[src/rtl/rove_pkg.sv]
package rove_pkg;
    typedef enum logic [1:0] {
        MODE_ROVE_A = 2'd0,
        MODE_ROVE_B = 2'd1,
        MODE_MATRIX = 2'd2,
        MODE_MATRIX_ALT = 2'd3
    } rove_mode_e;

    typedef enum logic [1:0] {
        SRC_MAIN = 2'd0,
        SRC_SUB  = 2'd1,
        SRC_PAR  = 2'd2,
        SRC_PAT  = 2'd3
    } out_src_e;

    function automatic logic is_roving(input logic [1:0] mode);
        return (mode == MODE_ROVE_A) || (mode == MODE_ROVE_B);
    endfunction
endpackage

[src/rtl/rove_scan.sv]
module rove_scan #(
    parameter int NPORT   = 6,
    parameter int DWELL_W = 8,
    localparam int PW     = $clog2(NPORT)
) (
    input  logic               clk,
    input  logic               rst_n,
    input  logic               roving,
    input  logic [PW-1:0]      cfg_active,
    input  logic [PW-1:0]      cfg_sub,
    input  logic [DWELL_W-1:0] cfg_dwell,
    output logic [PW-1:0]      main_port,
    output logic [PW-1:0]      sub_port,
    output logic               step,
    output logic               err
);
    typedef struct packed {
        logic [PW-1:0]      main;
        logic [PW-1:0]      sub;
        logic [DWELL_W-1:0] cnt;
        logic               pend;
        logic               step;
        logic               err;
    } scan_t;

    scan_t s_d, s_q;

    function automatic logic [PW-1:0] wrap_inc(input logic [PW-1:0] p);
        return (int'(p) == NPORT - 1) ? '0 : PW'(p + 1'b1);
    endfunction

    logic [DWELL_W-1:0] limit_m1;
    logic               boundary;
    logic               act_moved;
    logic [PW-1:0]      cand;

    always_comb begin
        s_d       = s_q;
        s_d.step  = 1'b0;
        cand      = s_q.sub;
        if (int'(cfg_active) < NPORT) s_d.main = cfg_active;
        else                          s_d.err  = 1'b1;
        act_moved = (s_d.main != s_q.main);
        // a dwell of zero behaves as a dwell of one
        limit_m1  = (cfg_dwell == '0) ? '0 : cfg_dwell - 1'b1;
        boundary  = (s_q.cnt >= limit_m1);

        if (roving) begin
            if (act_moved) s_d.pend = 1'b1;
            if (boundary) begin
                cand = (s_q.pend || act_moved) ? wrap_inc(s_d.main) : wrap_inc(s_q.sub);
                if (cand == s_d.main) cand = wrap_inc(cand);
                s_d.sub  = cand;
                s_d.cnt  = '0;
                s_d.pend = 1'b0;
                s_d.step = 1'b1;
            end else begin
                s_d.cnt = s_q.cnt + 1'b1;
                if (s_q.sub == s_d.main) begin
                    s_d.sub  = wrap_inc(s_d.main);
                    s_d.cnt  = '0;
                    s_d.pend = 1'b0;
                    s_d.step = 1'b1;
                end
            end
        end else begin
            s_d.cnt  = '0;
            s_d.pend = 1'b0;
            if (int'(cfg_sub) < NPORT) s_d.sub = cfg_sub;
            else                       s_d.err = 1'b1;
        end
    end

    always_ff @(posedge clk) begin
        if (!rst_n) begin
            s_q      <= '0;
            s_q.sub  <= PW'(1);
        end else begin
            s_q <= s_d;
        end
    end

    assign main_port = s_q.main;
    assign sub_port  = s_q.sub;
    assign step      = s_q.step;
    assign err       = s_q.err;
endmodule

[src/rtl/rove_pipe_mux.sv]
module rove_pipe_mux #(
    parameter int NPORT = 6,
    parameter int W     = 8,
    localparam int PW   = $clog2(NPORT)
) (
    input  logic               clk,
    input  logic               rst_n,
    input  logic [PW-1:0]      port,
    input  logic [NPORT*W-1:0] lane_data,
    input  logic [NPORT-1:0]   lane_valid,
    output logic [W-1:0]       data,
    output logic               valid
);
    typedef struct packed {
        logic         valid;
        logic [W-1:0] data;
    } beat_t;

    beat_t b_d, b_q;

    always_comb begin
        b_d = '0;
        for (int i = 0; i < NPORT; i++) begin
            if (int'(port) == i) begin
                b_d.valid = lane_valid[i];
                b_d.data  = lane_data[i*W +: W];
            end
        end
    end

    always_ff @(posedge clk) begin
        if (!rst_n) b_q <= '0;
        else        b_q <= b_d;
    end

    assign data  = b_q.data;
    assign valid = b_q.valid;
endmodule

[src/rtl/rove_out_mux.sv]
module rove_out_mux #(
    parameter int W = 8
) (
    input  logic         clk,
    input  logic         rst_n,
    input  logic         roving,
    input  logic [1:0]   src,
    input  logic [W-1:0] main_data,
    input  logic         main_valid,
    input  logic [W-1:0] sub_data,
    input  logic         sub_valid,
    input  logic [W-1:0] par_data,
    input  logic         par_valid,
    input  logic [W-1:0] pat_data,
    input  logic         pat_valid,
    output logic [W-1:0] data,
    output logic         valid,
    output logic         subst
);
    import rove_pkg::*;

    typedef struct packed {
        logic         subst;
        logic         valid;
        logic [W-1:0] data;
    } olane_t;

    olane_t o_d, o_q;

    always_comb begin
        o_d = '0;
        case (out_src_e'(src))
            SRC_MAIN: begin o_d.valid = main_valid; o_d.data = main_data; end
            SRC_SUB: begin
                if (roving) begin
                    o_d.valid = main_valid;
                    o_d.data  = main_data;
                    o_d.subst = 1'b1;
                end else begin
                    o_d.valid = sub_valid;
                    o_d.data  = sub_data;
                end
            end
            SRC_PAR:  begin o_d.valid = par_valid; o_d.data = par_data; end
            default:  begin o_d.valid = pat_valid; o_d.data = pat_data; end
        endcase
    end

    always_ff @(posedge clk) begin
        if (!rst_n) o_q <= '0;
        else        o_q <= o_d;
    end

    assign data  = o_q.data;
    assign valid = o_q.valid;
    assign subst = o_q.subst;
endmodule

[src/rtl/rove_port_router.sv]
module rove_port_router #(
    parameter int NPORT   = 6,
    parameter int W       = 8,
    parameter int DWELL_W = 8,
    localparam int PW     = $clog2(NPORT)
) (
    input  logic               clk,
    input  logic               rst_n,
    input  logic [1:0]         cfg_mode,
    input  logic [PW-1:0]      cfg_active,
    input  logic [PW-1:0]      cfg_sub,
    input  logic [DWELL_W-1:0] cfg_dwell,
    input  logic [1:0]         cfg_out0_src,
    input  logic [1:0]         cfg_out1_src,
    input  logic [NPORT*W-1:0] in_data,
    input  logic [NPORT-1:0]   in_valid,
    input  logic [W-1:0]       par_data,
    input  logic               par_valid,
    input  logic [W-1:0]       pat_data,
    input  logic               pat_valid,
    output logic [W-1:0]       main_data,
    output logic               main_valid,
    output logic [W-1:0]       sub_data,
    output logic               sub_valid,
    output logic [W-1:0]       out0_data,
    output logic               out0_valid,
    output logic [W-1:0]       out1_data,
    output logic               out1_valid,
    output logic [PW-1:0]      main_port,
    output logic [PW-1:0]      sub_port,
    output logic               rove_step,
    output logic               sel_err,
    output logic [1:0]         out_subst
);
    import rove_pkg::*;

    localparam int NOUT = 2;

    logic roving;
    assign roving = is_roving(cfg_mode);

    rove_scan #(.NPORT(NPORT), .DWELL_W(DWELL_W)) u_scan (
        .clk(clk), .rst_n(rst_n), .roving(roving),
        .cfg_active(cfg_active), .cfg_sub(cfg_sub), .cfg_dwell(cfg_dwell),
        .main_port(main_port), .sub_port(sub_port),
        .step(rove_step), .err(sel_err)
    );

    rove_pipe_mux #(.NPORT(NPORT), .W(W)) u_main (
        .clk(clk), .rst_n(rst_n), .port(main_port),
        .lane_data(in_data), .lane_valid(in_valid),
        .data(main_data), .valid(main_valid)
    );

    rove_pipe_mux #(.NPORT(NPORT), .W(W)) u_sub (
        .clk(clk), .rst_n(rst_n), .port(sub_port),
        .lane_data(in_data), .lane_valid(in_valid),
        .data(sub_data), .valid(sub_valid)
    );

    logic [1:0]   src_a   [NOUT];
    logic [W-1:0] odata_a [NOUT];
    logic         ovalid_a[NOUT];

    assign src_a[0] = cfg_out0_src;
    assign src_a[1] = cfg_out1_src;

    for (genvar g = 0; g < NOUT; g++) begin : g_out
        rove_out_mux #(.W(W)) u_out (
            .clk(clk), .rst_n(rst_n), .roving(roving), .src(src_a[g]),
            .main_data(main_data), .main_valid(main_valid),
            .sub_data(sub_data), .sub_valid(sub_valid),
            .par_data(par_data), .par_valid(par_valid),
            .pat_data(pat_data), .pat_valid(pat_valid),
            .data(odata_a[g]), .valid(ovalid_a[g]), .subst(out_subst[g])
        );
    end

    assign out0_data  = odata_a[0];
    assign out0_valid = ovalid_a[0];
    assign out1_data  = odata_a[1];
    assign out1_valid = ovalid_a[1];
endmodule

[config.mk]
export PLATFORM = sky130hd
export DESIGN_NAME = rove_port_router
export DESIGN_NICKNAME = d
export VERILOG_FILES = /design/src/rtl/rove_pkg.sv /design/src/rtl/rove_scan.sv /design/src/rtl/rove_pipe_mux.sv /design/src/rtl/rove_out_mux.sv /design/src/rtl/rove_port_router.sv
export SDC_FILE = /design/constraint.sdc
export NUM_CORES = 1
export LEC_CHECK = 0
export BUFFER_PORTS_ARGS = -buffer_cell sky130_fd_sc_hd__buf_2
export CORE_MARGIN = 4
export CORE_UTILIZATION = 51
export DETAILED_ROUTE_END_ITERATION = 10
export PLACE_DENSITY = 0.87
export SLEW_MARGIN = 20
export SYNTH_ARGS = -nofsm -noshare
export SYNTH_HDL_FRONTEND = slang
export SYNTH_SLANG_ARGS = --single-unit
[constraint.sdc]
create_clock -name clk -period 3.32 [get_ports clk]
set_input_delay 0.498 -clock clk [delete_from_list [all_inputs] [get_ports clk]]
set_output_delay 0.498 -clock clk [all_outputs]
set_load 0.02 [all_outputs]
==> load_flow_metrics.sql, run 1 <==
INSERT INTO impl_metrics (metric_group, metric, value, unit) VALUES
('run_status', 'outcome', 'complete, no violations', ''),
('power', 'p_leak', '2.210', 'nW'),
('yosys', 'synth_area_per_cell', '8.810', 'um2'),
('clocking', 'cts_num_sinks', '55', ''),
('routing', 'finalWirelength', '11.45', 'mm'),
('cells_and_area', 'ff_latch_area', '0.001101', 'mm2'),
('yosys', 'synth.area.mux_share', '0.1635', ''),
('cells_and_area', 'fin_nets', '675', ''),
('routing', 'vias', '3999', ''),
('grt', 'first_pass_grt_wire_length', '18.93', 'mm'),
('yosys', 'yosys_warnings', '0', ''),
('yosys', 'synth-edff-count', '0', ''),
('sta', 'layout_worst_path_cycle_share', '0.9084', ''),
('routing', 'post_drt_via_cell_ratio', '5.942', ''),
('sta', 'fin_hold_ws', '456.1', 'ps'),
('yosys', 'yosys.area_share.adder', '0.03418', ''),
('worst_setup_path', 'critPathCaptureType', 'flop', ''),
('power', 'power.density', '379.7', 'mW/mm2'),
('worst_setup_path', 'worst_reg2reg_setup_slack', '770', 'ps'),
('routing', 'drc_errors', '0', ''),
('sta', 'finalSetupViolations', '0', ''),
('routing', 'drt_pass1_iterations', '5', ''),
('floorplan', 'rows', '32', ''),
('placed_design', 'placement.cell_area', '0.004674', 'mm2'),
('worst_hold_path', 'worstHoldEndpoint', 'u_sub.data[6]', ''),
('yosys', 'syn_nets', '562', ''),
('sta', 'grt_setup_unrepaired', 'no', ''),
('worst_setup_path', 'critical_setup_path_class', 'in2reg', ''),
('sta', 'max_slew_margin', '0.4940', ''),
('yosys', 'asyncSetResetFlopFracSynth', '0', ''),
('cells_and_area', 'final_design_area_no_fill', '0.004771', 'mm2'),
('yosys', 'synth.ff_latch_count', '55', ''),
('sta', 'clock_skew', '10.98', 'ps'),
('power', 'max-vdd-ir-drop', '0.2082', 'mV'),
('worst_hold_path', 'holdCritStartpoint', 'in_data[46]', ''),
('placed_design', 'dp.final_hpwl', '8.817', 'mm'),
('grt', 'grt_pass1_vias', '3990', ''),
('cells_and_area', 'antenna_cell_count', '0', ''),
('clocking', 'tritoncts', 'built', ''),
('clocking', 'postCtsSetupBuffers', '0', ''),
('yosys', 'synth_top_family_by_area', 'compound AO/OA/AOI/OAI gates', ''),
('yosys', 'synth_cells', '457', ''),
('floorplan', 'die-area', '0.009380', 'mm2'),
('sta', 'timing.final.max_slew_violations', '0', ''),
('worst_setup_path', 'worstRegToRegCells', '7', ''),
('cells_and_area', 'area_growth_syn_to_layout', '18.49', '%'),
('clocking', 'post_cts_hold_buffer_count', '0', ''),
('floorplan', 'core_area', '0.007687', 'mm2'),
('placed_design', 'placement.io_buffers', '138', ''),
('grt', 'initial_antenna_violation_count', '0', ''),
('routing', 'detail_route.iter0.violations', '246', ''),
('worst_setup_path', 'worstPathArrival', '3260', 'ps'),
('yosys', 'synth.cell_area', '0.004026', 'mm2'),
('cells_and_area', 'fill_cells', '667', ''),
('sta', 'fin_crit', '3016', 'ps'),
('yosys', 'ys_dominant_reg_cell', 'sky130_fd_sc_hd__dfxtp_1', ''),
('floorplan', 'ios', '140', ''),
('worst_setup_path', 'worst_r2r_startpoint', 'u_scan.sub_port[0]', ''),
('floorplan', 'fp.dieW', '96.85', 'um'),
('worst_hold_path', 'hold_path.class', 'in2reg', ''),
('clocking', 'root_buffer_selected_by_cts', 'sky130_fd_sc_hd__clkbuf_8', ''),
('clocking', 'number_of_h_tree_levels', '2', ''),
('clocking', 'clock_path_buffers', '2', ''),
('sta', 'worst-slew-pin-transition', '758.0', 'ps'),
('yosys', 'synth-xor-area-share', '0.03480', ''),
('yosys', 'synth_area_leaders', 'sky130_fd_sc_hd__dfxtp_1 27%, sky130_fd_sc_hd__mux2_2 9.2%, sky130_fd_sc_hd__mux2i_1 5.7%, sky130_fd_sc_hd__a22oi_1 4.5%, sky130_fd_sc_hd__nand2_1 3.4%', ''),
('grt', 'groute.usage.overall', '0.2348', ''),
('worst_setup_path', 'r2r-end', 'u_sub.data[7]', ''),
('clocking', 'clk_pin_slew', '100', 'ps'),
('worst_setup_path', 'path_max_fanout', '9', ''),
('sta', 'clock.fmax', '331.6', 'MHz');
-- cell families (layout without fill, tap and decap cells) --
| kind of cell | Yosys count | after routing |
|---|---|---|
| muxes | 59 | 59 |
| adders and majority gates | 11 | 11 |
| and+or+nand+nor | 135 | 135 |
| AOI/OAI and AO/OA | 133 | 133 |
| xor gates and xnor gates | 16 | 16 |
| DFF | 55 | 55 |
| buffers and inverters | 48 | 162 |
-- sequential cells by signal, summed over array words and instances (netlist names), 2 cells and up --
| register | count |
|---|---|
| u_scan.s_q | 9 |
| g_out.u_out.subst | 2 |
| g_out.u_out.data | 16 |
| u_scan.sub_port | 3 |
| g_out.u_out.valid | 2 |
| u_sub.data | 8 |
| u_scan.main_port | 3 |
| u_main.data | 8 |
-- what timing repair did --
item | CTS | global route
hold endpoints to repair | 0 | 0
endpoints found under the setup margin | 0 | 9
resized for setup | 0 | 1
-- per-stage QoR --
step,worst slack (ps),setup TNS [ps],util,std cells
2_1_floorplan,260.7,0,-,457
3_3_place_gp,-2.298,-2.814,0.6081,665
3_5_place_dp,-161.6,-1384,0.6081,665
4_1_cts,142.0,0,0.6200,673
5_1_grt,103.3,0,0.6206,673
6_report,304.0,0,0.6206,673
-- routing by layer --
layer  vias to the layer above  part of all wire  GRT usage
li1                       1925                 -          -
met1                      1871              0.41     0.2984
met2                       188              0.50     0.4124
met3                        15             0.074    0.03244
met4                         0             0.014    0.06803
met5                         -                 0          0
-- synth_stat cells, types with 10 or more instances --
master                     count
sky130_fd_sc_hd__clkbuf_1     15
sky130_fd_sc_hd__a211oi_1     10
sky130_fd_sc_hd__nor2_1       20
sky130_fd_sc_hd__o22ai_1      14
sky130_fd_sc_hd__o211a_1      10
sky130_fd_sc_hd__mux2_2       33
sky130_fd_sc_hd__a22oi_1      24
sky130_fd_sc_hd__nor2b_1      14
sky130_fd_sc_hd__ha_1         11
sky130_fd_sc_hd__mux2i_1      23
sky130_fd_sc_hd__dfxtp_1      55
sky130_fd_sc_hd__nand3_1      10
sky130_fd_sc_hd__and2_1       11
sky130_fd_sc_hd__a21oi_1      26
sky130_fd_sc_hd__nand2_1      37
-- worst max-delay path: stages --
cell and delay (ps):
sky130_fd_sc_hd__buf_2 110, sky130_fd_sc_hd__nor4_1 390, sky130_fd_sc_hd__nand2_1 150, sky130_fd_sc_hd__or3_1 370, sky130_fd_sc_hd__and2_1 180, sky130_fd_sc_hd__ha_1 260
sky130_fd_sc_hd__nand2b_1 140, sky130_fd_sc_hd__a211oi_1 330, sky130_fd_sc_hd__o21ai_2 100, sky130_fd_sc_hd__and2_4 190, sky130_fd_sc_hd__or3_4 420, sky130_fd_sc_hd__nor2_2 130
-- power by group --
| group | total (mW) | internal, mW | switching (mW) |
|---|---|---|---|
| sequential | 0.765 | 0.716 | 0.0490 |
| combinational | 0.664 | 0.292 | 0.372 |
| clock | 0.382 | 0.153 | 0.229 |
| total | 1.81 | 1.16 | 0.650 |
-- layout make-up --
cell class	instances	area share
well taps	102	0.02675
clock buffers	5	0.01442
inverters	7	0.005507
multi-input cells	354	0.5589
clock inverters	3	0.004721
repair buffers	147	0.1589
flip-flops and latches	55	0.2308
-- how the worst max path moves through the flow --
stage / startpoint / end / slack [ps] / cells past startpoint
2_1_floorplan: cfg_dwell[5] / u_scan.s_q[2] / 260 / 12
3_3_place_gp: cfg_dwell[5] / u_scan.s_q[2] / -2 / 12
3_5_place_dp: cfg_dwell[5] / u_scan.s_q[2] / -160 / 12
4_1_cts: cfg_dwell[5] / u_scan.s_q[7] / 140 / 12
5_1_grt: cfg_dwell[3] / u_scan.s_q[6] / 100 / 12
6_report: cfg_dwell[5] / u_scan.s_q[6] / 300 / 12
-- placed cells by master, fill, tap and decap left out, types with 8 or more instances in the layout --
cell type,instances
sky130_fd_sc_hd__o2bb2ai_1,9
sky130_fd_sc_hd__buf_4,9
sky130_fd_sc_hd__xor2_1,9
sky130_fd_sc_hd__buf_2,138
sky130_fd_sc_hd__o22ai_1,14
sky130_fd_sc_hd__a211oi_1,10
sky130_fd_sc_hd__nor2_1,20
sky130_fd_sc_hd__and2_1,11
sky130_fd_sc_hd__nand3_1,10
sky130_fd_sc_hd__o221ai_1,8
sky130_fd_sc_hd__a22oi_1,24
sky130_fd_sc_hd__dfxtp_1,55
sky130_fd_sc_hd__nor2_2,9
sky130_fd_sc_hd__ha_1,11
sky130_fd_sc_hd__nand2_1,37
sky130_fd_sc_hd__o211a_1,10
sky130_fd_sc_hd__mux2_2,33
sky130_fd_sc_hd__mux2i_1,23
sky130_fd_sc_hd__a21oi_1,26
sky130_fd_sc_hd__nor2b_1,14
Power figures use the tool's default switching activity.
==> run 2: changes to the inputs <==
--- a/config.mk
+++ b/config.mk
@@ -5,9 +5,10 @@
 export SDC_FILE = /design/constraint.sdc
 export NUM_CORES = 1
 export LEC_CHECK = 0
+export ABC_AREA = 1
 export BUFFER_PORTS_ARGS = -buffer_cell sky130_fd_sc_hd__buf_2
 export CORE_MARGIN = 4
-export CORE_UTILIZATION = 51
+export CORE_UTILIZATION = 50
 export DETAILED_ROUTE_END_ITERATION = 10
 export PLACE_DENSITY = 0.87
 export SLEW_MARGIN = 20
==> run 2 against run 1 <==
Against the previous run:
- synthesized area decreased by 7.7%
- flip-flop and latch count unchanged
- hold slack got worse by 0.52 ps
- largest power group unchanged
- largest cell class unchanged
- clock skew decreased by 5.2 ps
- critical path depth increased by 7
==> load_flow_metrics.sql, run 2 <==
INSERT INTO impl_metrics (metric_group, metric, value, unit) VALUES
('run_status', 'outcome', 'complete, no violations', ''),
('clocking', 'number_of_h_tree_levels', '2', ''),
('worst_setup_path', 'worst_reg2reg_setup_slack', '1240', 'ps'),
('floorplan', 'core_area', '0.007253', 'mm2'),
('yosys', 'asyncSetResetFlopFracSynth', '0', ''),
('yosys', 'synth-edff-count', '0', ''),
('floorplan', 'fp.dieW', '94.21', 'um'),
('routing', 'vias', '4343', ''),
('worst_setup_path', 'critPathCaptureType', 'flop', ''),
('yosys', 'synth_top_family_by_area', 'compound AO/OA/AOI/OAI gates', ''),
('power', 'p_clk_frac', '0.213', ''),
('power', 'netSwitchingFraction', '0.3800', ''),
('floorplan', 'die-area', '0.008876', 'mm2'),
('sta', 'fin_hold_ws', '455.6', 'ps'),
('power', 'power.density', '391.6', 'mW/mm2'),
('yosys', 'ys_dominant_reg_cell', 'sky130_fd_sc_hd__dfxtp_1', ''),
('cells_and_area', 'area_growth_syn_to_layout', '21.89', '%'),
('clocking', 'clk_pin_slew', '100', 'ps'),
('worst_setup_path', 'max_stage_delay', '300', 'ps'),
('clocking', 'cts_resized', '0', ''),
('cells_and_area', 'final_util', '0.6245', ''),
('routing', 'drt_pass1_iterations', '5', ''),
('placed_design', 'dp.final_hpwl', '8.907', 'mm'),
('yosys', 'synth.ff_latch_count', '55', ''),
('yosys', 'synthMostInstantiatedCell', 'sky130_fd_sc_hd__nand2_1', ''),
('yosys', 'yosys.cell_types.count', '36', ''),
('floorplan', 'die-height', '94.21', 'um'),
('worst_setup_path', 'critical-path-top-cell-by-count', 'sky130_fd_sc_hd__nand2_1', ''),
('yosys', 'synth.cell_area', '0.003716', 'mm2'),
('yosys', 'compound_cell_area_share_of_the_yosys_netlist', '0.2704', ''),
('job', 'drv.max_cap_violation_count', '0', ''),
('placed_design', 'place.gp.congestion', '0.9497', ''),
('clocking', 'root_buffer_selected_by_cts', 'sky130_fd_sc_hd__clkbuf_8', ''),
('cells_and_area', 'ff_latch_area', '0.001101', 'mm2'),
('floorplan', 'rows', '31', ''),
('cells_and_area', 'layout_commonest_cell', 'sky130_fd_sc_hd__buf_2', ''),
('sta', 'worst-slew-pin-transition', '1063', 'ps'),
('grt', 'first_pass_grt_wire_length', '17.59', 'mm'),
('yosys', 'synth.area.mux_share', '0.01886', ''),
('worst_setup_path', 'worstPathArrival', '2960', 'ps'),
('routing', 'wirelength_per_cell', '14.27', 'um'),
('yosys', 'yosys_warnings', '0', ''),
('worst_hold_path', 'holdCritStartpoint', 'pat_data[5]', ''),
('floorplan', 'ios', '140', ''),
('power', 'internal_power', '1.100', 'mW'),
('worst_setup_path', 'worst_r2r_startpoint', 'u_scan.sub_port[0]', ''),
('cells_and_area', 'largest_register_ffs', '16', ''),
('power', 'total_switching_power', '0.6740', 'mW'),
('worst_setup_path', 'cp-start-kind', 'input port', ''),
('yosys', 'yosys.area_share.adder', '0.03704', ''),
('routing', 'post_drt_via_cell_ratio', '5.511', ''),
('power', 'comb_power_share', '0.357', ''),
('routing', 'drc_errors', '0', ''),
('power', 'sequentialPowerShare', '0.430', ''),
('worst_hold_path', 'hold_path.class', 'in2reg', ''),
('routing', 'finalWirelength', '11.24', 'mm'),
('worst_setup_path', 'cp.buffers_inverters', '3', ''),
('grt', 'grt-ovfl-total', '0', ''),
('yosys', 'synth_top_cell_area_share', '0.2963', ''),
('sta', 'grt_setup_unrepaired', 'no', ''),
('worst_setup_path', 'path_max_fanout', '5', ''),
('worst_setup_path', 'critical_path.cell_chain', 'buf_2 -> inv_1 -> ha_1 -> nand2_1 -> nor3_1 -> nand2_1 -> inv_1 -> a21oi_1 -> o21ai_0 -> ha_1 -> a21oi_1 -> o21a_1 -> o21ai_0 -> nor2_1 -> nand2_1 -> o21ai_2 -> nor2_1 -> nand2_1 -> a21oi_2', ''),
('worst_setup_path', 'critical_setup_path_class', 'in2reg', ''),
('yosys', 'synth_cells', '561', ''),
('worst_hold_path', 'hold_depth', '3', ''),
('grt', 'initial_antenna_violation_count', '0', ''),
('yosys', 'synth_area_per_cell', '6.624', 'um2'),
('sta', 'max_slew_margin', '0.2876', ''),
('sta', 'fin_tns_setup', '0', 'ps'),
('sta', 'layout_worst_path_cycle_share', '0.8328', ''),
('clocking', 'clock_path_buffers', '2', ''),
('placed_design', 'place_ws', '226.0', 'ps'),
('worst_setup_path', 'path_delay_family', 'simple AND/OR/NAND/NOR gates', ''),
('power', 'max-vdd-ir-drop', '0.2017', 'mV'),
('clocking', 'post_cts_hold_buffer_count', '0', ''),
('cells_and_area', 'fraction_of_layout_instances_using_a_drive_strength_above_1', '0.2598', ''),
('floorplan', 'initial_utilization', '0.5123', ''),
('cells_and_area', 'most-common-layout-cells', '138 x sky130_fd_sc_hd__buf_2, 107 x sky130_fd_sc_hd__nand2_1, 68 x sky130_fd_sc_hd__a21oi_1', ''),
('clocking', 'clk_latency_worst_skew_pair', '300', 'ps'),
('sta', 'finalSetupViolations', '0', ''),
('clocking', 'cts_made_buffers', '5', ''),
('routing', 'ant_nets', '0', ''),
('yosys', 'synth-xor-area-share', '0.02357', ''),
('cells_and_area', 'multi_input_combinational_cell_area', '0.002198', 'mm2'),
('yosys', 'syn_nets', '666', ''),
('yosys', 'synth_area_leaders', 'sky130_fd_sc_hd__dfxtp_1 30%, sky130_fd_sc_hd__nand2_1 11%, sky130_fd_sc_hd__a21oi_1 9.2%, sky130_fd_sc_hd__inv_1 6.8%, sky130_fd_sc_hd__o22ai_1 4.9%', ''),
('power', 'p_leak', '2.240', 'nW'),
('routing', 'detail_route.iter0.violations', '310', ''),
('yosys', 'yosys.area_share.simple', '0.2418', ''),
('power', 'power.total', '1.774', 'mW'),
('worst_setup_path', 'r2r-end', 'u_scan.sub_port[2]', ''),
('sta', 'timing.final.hold_violations', '0', ''),
('yosys', 'ys_top_cells_by_count', '107 x sky130_fd_sc_hd__nand2_1, 68 x sky130_fd_sc_hd__a21oi_1, 67 x sky130_fd_sc_hd__inv_1, 55 x sky130_fd_sc_hd__dfxtp_1, 42 x sky130_fd_sc_hd__nor2_1', ''),
('sta', 'clock.fmax', '361.7', 'MHz'),
('worst_setup_path', 'timing.critical_path.required', '3510', 'ps'),
('grt', 'grt_pass1_vias', '3855', ''),
('sta', 'fin_ws', '555.2', 'ps'),
('worst_setup_path', 'critical_path_slowest_stage_cell', 'sky130_fd_sc_hd__nor3_1', ''),
('clocking', 'cts_num_sinks', '55', ''),
('clocking', 'tritoncts', 'built', ''),
('clocking', 'postCtsSetupBuffers', '0', ''),
('sta', 'timing.final.max_slew_violations', '0', ''),
('yosys', 'synth_sequential_area_ratio', '0.2963', ''),
('yosys', 'synth_largest_area_cell', 'sky130_fd_sc_hd__dfxtp_1', ''),
('cells_and_area', 'antenna_cell_count', '0', ''),
('worst_setup_path', 'worstRegToRegCells', '14', ''),
('cells_and_area', 'fill_cells', '669', ''),
('placed_design', 'placement.io_buffers', '138', ''),
('sta', 'clock_skew', '5.771', 'ps'),
('sta', 'fin_crit', '2765', 'ps'),
('cells_and_area', 'fin_nets', '793', ''),
('worst_hold_path', 'worstHoldEndpoint', 'g_out[1].u_out.data[5]', ''),
('grt', 'grt_start_max_net_pins', '25', ''),
('grt', 'groute.usage.overall', '0.2408', '');
## run 2: cell types whose count changed after synthesis, sizes merged, moves of 14 or more
| cell | delta |
|---|---|
| nand2 | +77 |
| nand3 | +25 |
| mux2 | -34 |
| a21oi | +42 |
| mux2i | -17 |
| nor2 | +15 |
| o22ai | +15 |
| a22oi | -24 |
| a31oi | +18 |
| o21ai | +27 |
| nor2b | -14 |
| inv | +67 |
## run 2: cells by family (layout without fill, tap and decap cells)
group                      count (synthesis)  count (layout)
buffers and inverters                    101             229
AOI/OAI and AO/OA                        171             171
muxes                                      7               7
adders and majority gates                 11              11
DFF                                       55              55
and+or+nand+nor                          206             206
xor gates and xnor gates                  10              10
## run 2: how the worst max path moves through the flow
stage,endpoint,startpoint,slack (ps),depth (start not counted)
6_report,u_scan.sub_port[1],cfg_dwell[0],560,19
5_1_grt,u_scan.sub_port[1],cfg_dwell[0],110,19
4_1_cts,u_scan.sub_port[1],cfg_dwell[0],550,19
3_5_place_dp,u_scan.sub_port[1],cfg_dwell[0],230,19
3_3_place_gp,u_scan.sub_port[1],cfg_dwell[0],350,19
2_1_floorplan,u_scan.sub_port[1],cfg_dwell[0],570,18
## run 2: power groups by stage
stage / registers [mW] / clock network (mW) / logic (mW)
after global routing: 0.769 / 0.413 / 0.700
after floorplan: 0.825 / 0 / 0.366
final: 0.763 / 0.377 / 0.634
after CTS: 0.762 / 0.387 / 0.625
after detailed placement: 0.777 / 0 / 0.621
after global placement: 0.774 / 0 / 0.605
## run 2: metrics by stage
| stage | cell area [um2] | cells |
|---|---|---|
| after floorplan | 3716 | 561 |
| after global placement | 4437 | 780 |
| after detailed placement | 4437 | 780 |
| after CTS | 4529 | 788 |
| after global routing | 4529 | 788 |
| final | 4529 | 788 |
## run 2: cell type report
| class | count | area share |
|---|---|---|
| Multi-Input combinational cell | 405 | 0.4854 |
| Sequential cell | 55 | 0.2431 |
| Timing Repair Buffer | 141 | 0.1575 |
| Inverter | 80 | 0.06630 |
| Tap cell | 99 | 0.02735 |
| Clock buffer | 5 | 0.01519 |
| Clock inverter | 3 | 0.005249 |
## run 2: tightest hold or removal path, cell delays in order
cell and delay, ps:
sky130_fd_sc_hd__buf_2 100, sky130_fd_sc_hd__nand2_1 60, sky130_fd_sc_hd__a21oi_1 60
## run 2: routing by layer
metal | share of wire | wire length (um) | global-route usage
met1 | 0.42 | 4688 | 0.3297
met2 | 0.47 | 5245 | 0.4025
met3 | 0.10 | 1134 | 0.03446
met4 | 0.015 | 173 | 0.04813
met5 | 0 | 0 | 0
==> run 3: changes to the inputs <==
--- a/config.mk
+++ b/config.mk
@@ -5,12 +5,12 @@
 export SDC_FILE = /design/constraint.sdc
 export NUM_CORES = 1
 export LEC_CHECK = 0
-export ABC_AREA = 1
+export ABC_AREA = 0
 export BUFFER_PORTS_ARGS = -buffer_cell sky130_fd_sc_hd__buf_2
 export CORE_MARGIN = 4
 export CORE_UTILIZATION = 50
 export DETAILED_ROUTE_END_ITERATION = 10
-export PLACE_DENSITY = 0.87
+export PLACE_DENSITY = 0.86
 export SLEW_MARGIN = 20
 export SYNTH_ARGS = -nofsm -noshare
 export SYNTH_HDL_FRONTEND = slang
==> constraint.sdc (replaced) <==
create_clock -name clk -period 2.88 [get_ports clk]
set_input_delay 0.432 -clock clk [delete_from_list [all_inputs] [get_ports clk]]
set_output_delay 0.432 -clock clk [all_outputs]
set_load 0.02 [all_outputs]
==> run 3 against run 2 <==
Against the previous run:
- final cell count shrank 13%
- routed wire length grew 4.5%
- die area grew 7.6%
- power grew 20%
- flip-flop and latch count is the same
- clock power grew 19%
- clock-buffer cell count is the same
- worst setup slack lost 450 ps
- global-route usage shrank 1.2 points
- utilization grew 0.76 points
- hold slack lost 53 ps
- clock skew shrank 2.2 ps
- critical endpoint is now u_scan.s_q[9]
- largest cell class unchanged
- highest routed layer unchanged
==> load_flow_metrics.sql, run 3 (synthesized netlist as in run 1, its figures left out) <==
INSERT INTO impl_metrics (metric_group, metric, value, unit) VALUES
('placed_design', 'place.gp.congestion', '0.9058', ''),
('clocking', 'cts_made_buffers', '5', ''),
('cells_and_area', 'antenna_cell_count', '0', ''),
('routing', 'finalWirelength', '11.75', 'mm'),
('sta', 'grt_setup_unrepaired', 'no', ''),
('run_status', 'outcome', 'complete, no violations', ''),
('worst_setup_path', 'worstPathArrival', '3020', 'ps'),
('clocking', 'cts_num_sinks', '55', ''),
('grt', 'grt_pass1_vias', '3880', ''),
('cells_and_area', 'fin_nets', '688', ''),
('worst_setup_path', 'path_max_fanout', '9', ''),
('routing', 'detail_route.iter0.violations', '270', ''),
('floorplan', 'fp.dieW', '97.74', 'um'),
('worst_setup_path', 'timing.critical_path.required', '3130', 'ps'),
('routing', 'post_drt_via_cell_ratio', '5.926', ''),
('grt', 'groute.usage.overall', '0.2284', ''),
('clocking', 'root_buffer_selected_by_cts', 'sky130_fd_sc_hd__clkbuf_8', ''),
('grt', 'first_pass_grt_wire_length', '18.44', 'mm'),
('cells_and_area', 'final_cell_count_no_fill', '686', ''),
('floorplan', 'core_area', '0.007767', 'mm2'),
('floorplan', 'die-height', '97.74', 'um'),
('power', 'internal_power', '1.358', 'mW'),
('clocking', 'clk_pin_slew', '100', 'ps'),
('worst_setup_path', 'critical_path_slowest_stage_cell', 'sky130_fd_sc_hd__or3_4', ''),
('worst_setup_path', 'critical-path-top-cell-by-count', 'sky130_fd_sc_hd__nand2_1', ''),
('power', 'max-vdd-ir-drop', '0.1995', 'mV'),
('floorplan', 'initial_utilization', '0.5184', ''),
('sta', 'timing.final.hold_violations', '0', ''),
('sta', 'timing.final.max_slew_violations', '0', ''),
('worst_setup_path', 'critPathCaptureType', 'flop', ''),
('placed_design', 'place.detailed.instances', '678', ''),
('cells_and_area', 'largest_register_ffs', '16', ''),
('clocking', 'post_cts_hold_buffer_count', '0', ''),
('sta', 'max_slew_margin', '0.5392', ''),
('sta', 'fin_tns_setup', '0', 'ps'),
('sta', 'layout_worst_path_cycle_share', '0.9621', ''),
('cells_and_area', 'layout_commonest_cell', 'sky130_fd_sc_hd__buf_2', ''),
('routing', 'drt_pass1_iterations', '4', ''),
('cells_and_area', 'area_growth_syn_to_layout', '21.94', '%'),
('worst_hold_path', 'hold_path.class', 'in2reg', ''),
('sta', 'clock_skew', '3.617', 'ps'),
('clocking', 'clock_path_buffers', '2', ''),
('job', 'drv.max_cap_violation_count', '0', ''),
('clocking', 'cts_resized', '0', ''),
('power', 'total_switching_power', '0.7687', 'mW'),
('power', 'sequentialPowerShare', '0.410', ''),
('floorplan', 'rows', '32', ''),
('power', 'p_clk_frac', '0.211', ''),
('placed_design', 'dp.final_hpwl', '8.908', 'mm'),
('worst_hold_path', 'holdCritStartpoint', 'in_data[44]', ''),
('worst_setup_path', 'cp-start-kind', 'input port', ''),
('worst_setup_path', 'worst_r2r_startpoint', 'u_scan.sub_port[2]', ''),
('sta', 'clock.fmax', '360.9', 'MHz'),
('worst_setup_path', 'critical_path.cell_chain', 'buf_2 -> nor4_4 -> nand2_1 -> or3_4 -> nand2_1 -> ha_1 -> a21o_1 -> a2111oi_4 -> o21ai_2 -> and2_4 -> or3_1 -> buf_6 -> nor2_2', ''),
('grt', 'grt-ovfl-total', '0', ''),
('routing', 'ant_nets', '0', ''),
('floorplan', 'ios', '140', ''),
('sta', 'worst-slew-pin-transition', '688.6', 'ps'),
('worst_setup_path', 'setup.worst_path.start', 'cfg_dwell[5]', ''),
('grt', 'initial_antenna_violation_count', '0', ''),
('sta', 'fin_hold_ws', '402.8', 'ps'),
('cells_and_area', 'fraction_of_layout_instances_using_a_drive_strength_above_1', '0.3938', ''),
('power', 'p_leak', '2.281', 'nW'),
('clocking', 'clk_latency_worst_skew_pair', '310', 'ps'),
('power', 'power.density', '433.1', 'mW/mm2'),
('worst_setup_path', 'max_stage_delay', '380', 'ps'),
('clocking', 'tritoncts', 'built', ''),
('worst_setup_path', 'critical_setup_path_class', 'in2reg', ''),
('power', 'netSwitchingFraction', '0.3615', ''),
('clocking', 'postCtsSetupBuffers', '0', ''),
('cells_and_area', 'most-common-layout-cells', '138 x sky130_fd_sc_hd__buf_2, 55 x sky130_fd_sc_hd__dfxtp_1, 37 x sky130_fd_sc_hd__nand2_1', ''),
('sta', 'finalSetupViolations', '0', ''),
('sta', 'fin_crit', '2771', 'ps'),
('power', 'comb_power_share', '0.379', ''),
('floorplan', 'die-area', '0.009552', 'mm2'),
('clocking', 'number_of_h_tree_levels', '2', ''),
('routing', 'vias', '4065', ''),
('routing', 'drc_errors', '0', ''),
('routing', 'wirelength_per_cell', '17.12', 'um'),
('grt', 'grt_start_max_net_pins', '44', ''),
('placed_design', 'placement.io_buffers', '138', '');
## run 3: routing by layer
layer	GRT usage	vias up	wire, um
li1	-	1947	-
met1	0.3014	1924	5015
met2	0.3922	175	5682
met3	0.02357	19	801
met4	0.07242	0	248
met5	0	-	0
## run 3: layout make-up
type | instances | area (um2)
clock buffer | 5 | 68.82
fill | 658 | 2858
inverter | 7 | 26.28
tap | 102 | 127.6
multi-input combinational | 354 | 2699
timing repair buffer | 160 | 859.6
clock inverter | 3 | 27.53
sequential | 55 | 1101
## run 3: worst paths after layout
check	slack (ps)	endpoint	depth (start not counted)
min reg2reg	500	u_scan.s_q[3]	1
max	110	u_scan.s_q[9]	13
max reg2reg	610	u_sub.data[7]	8
min	400	u_sub.data[4]	3
## run 3: worst max-delay path, delay by kind of cell
kind            cells  cell delay [ps]
fa+ha+maj           1              240
simple gates        7             1480
buf+inv             2              280
compound gates      3              600
## run 3: power groups by stage
| stage | Clock, mW | Combinational [mW] | Sequential (mW) |
|---|---|---|---|
| final | 0.449 | 0.806 | 0.871 |
| after floorplan | 0 | 0.472 | 0.945 |
| after detailed placement | 0 | 0.790 | 0.888 |
| after global routing | 0.483 | 0.868 | 0.881 |
| after global placement | 0 | 0.770 | 0.885 |
| after CTS | 0.452 | 0.793 | 0.871 |
## run 3: stage by stage
stage | total power [mW] | util | instance area (um2) | setup slack (ps)
after floorplan | 1.417 | - | 4038 | 1.227
after global placement | 1.655 | 0.6158 | 4783 | -213.7
after detailed placement | 1.678 | 0.6158 | 4783 | -279.6
after CTS | 2.116 | 0.6282 | 4880 | 32.65
after global routing | 2.231 | 0.6321 | 4910 | 3.599
final | 2.126 | 0.6321 | 4910 | 109.0
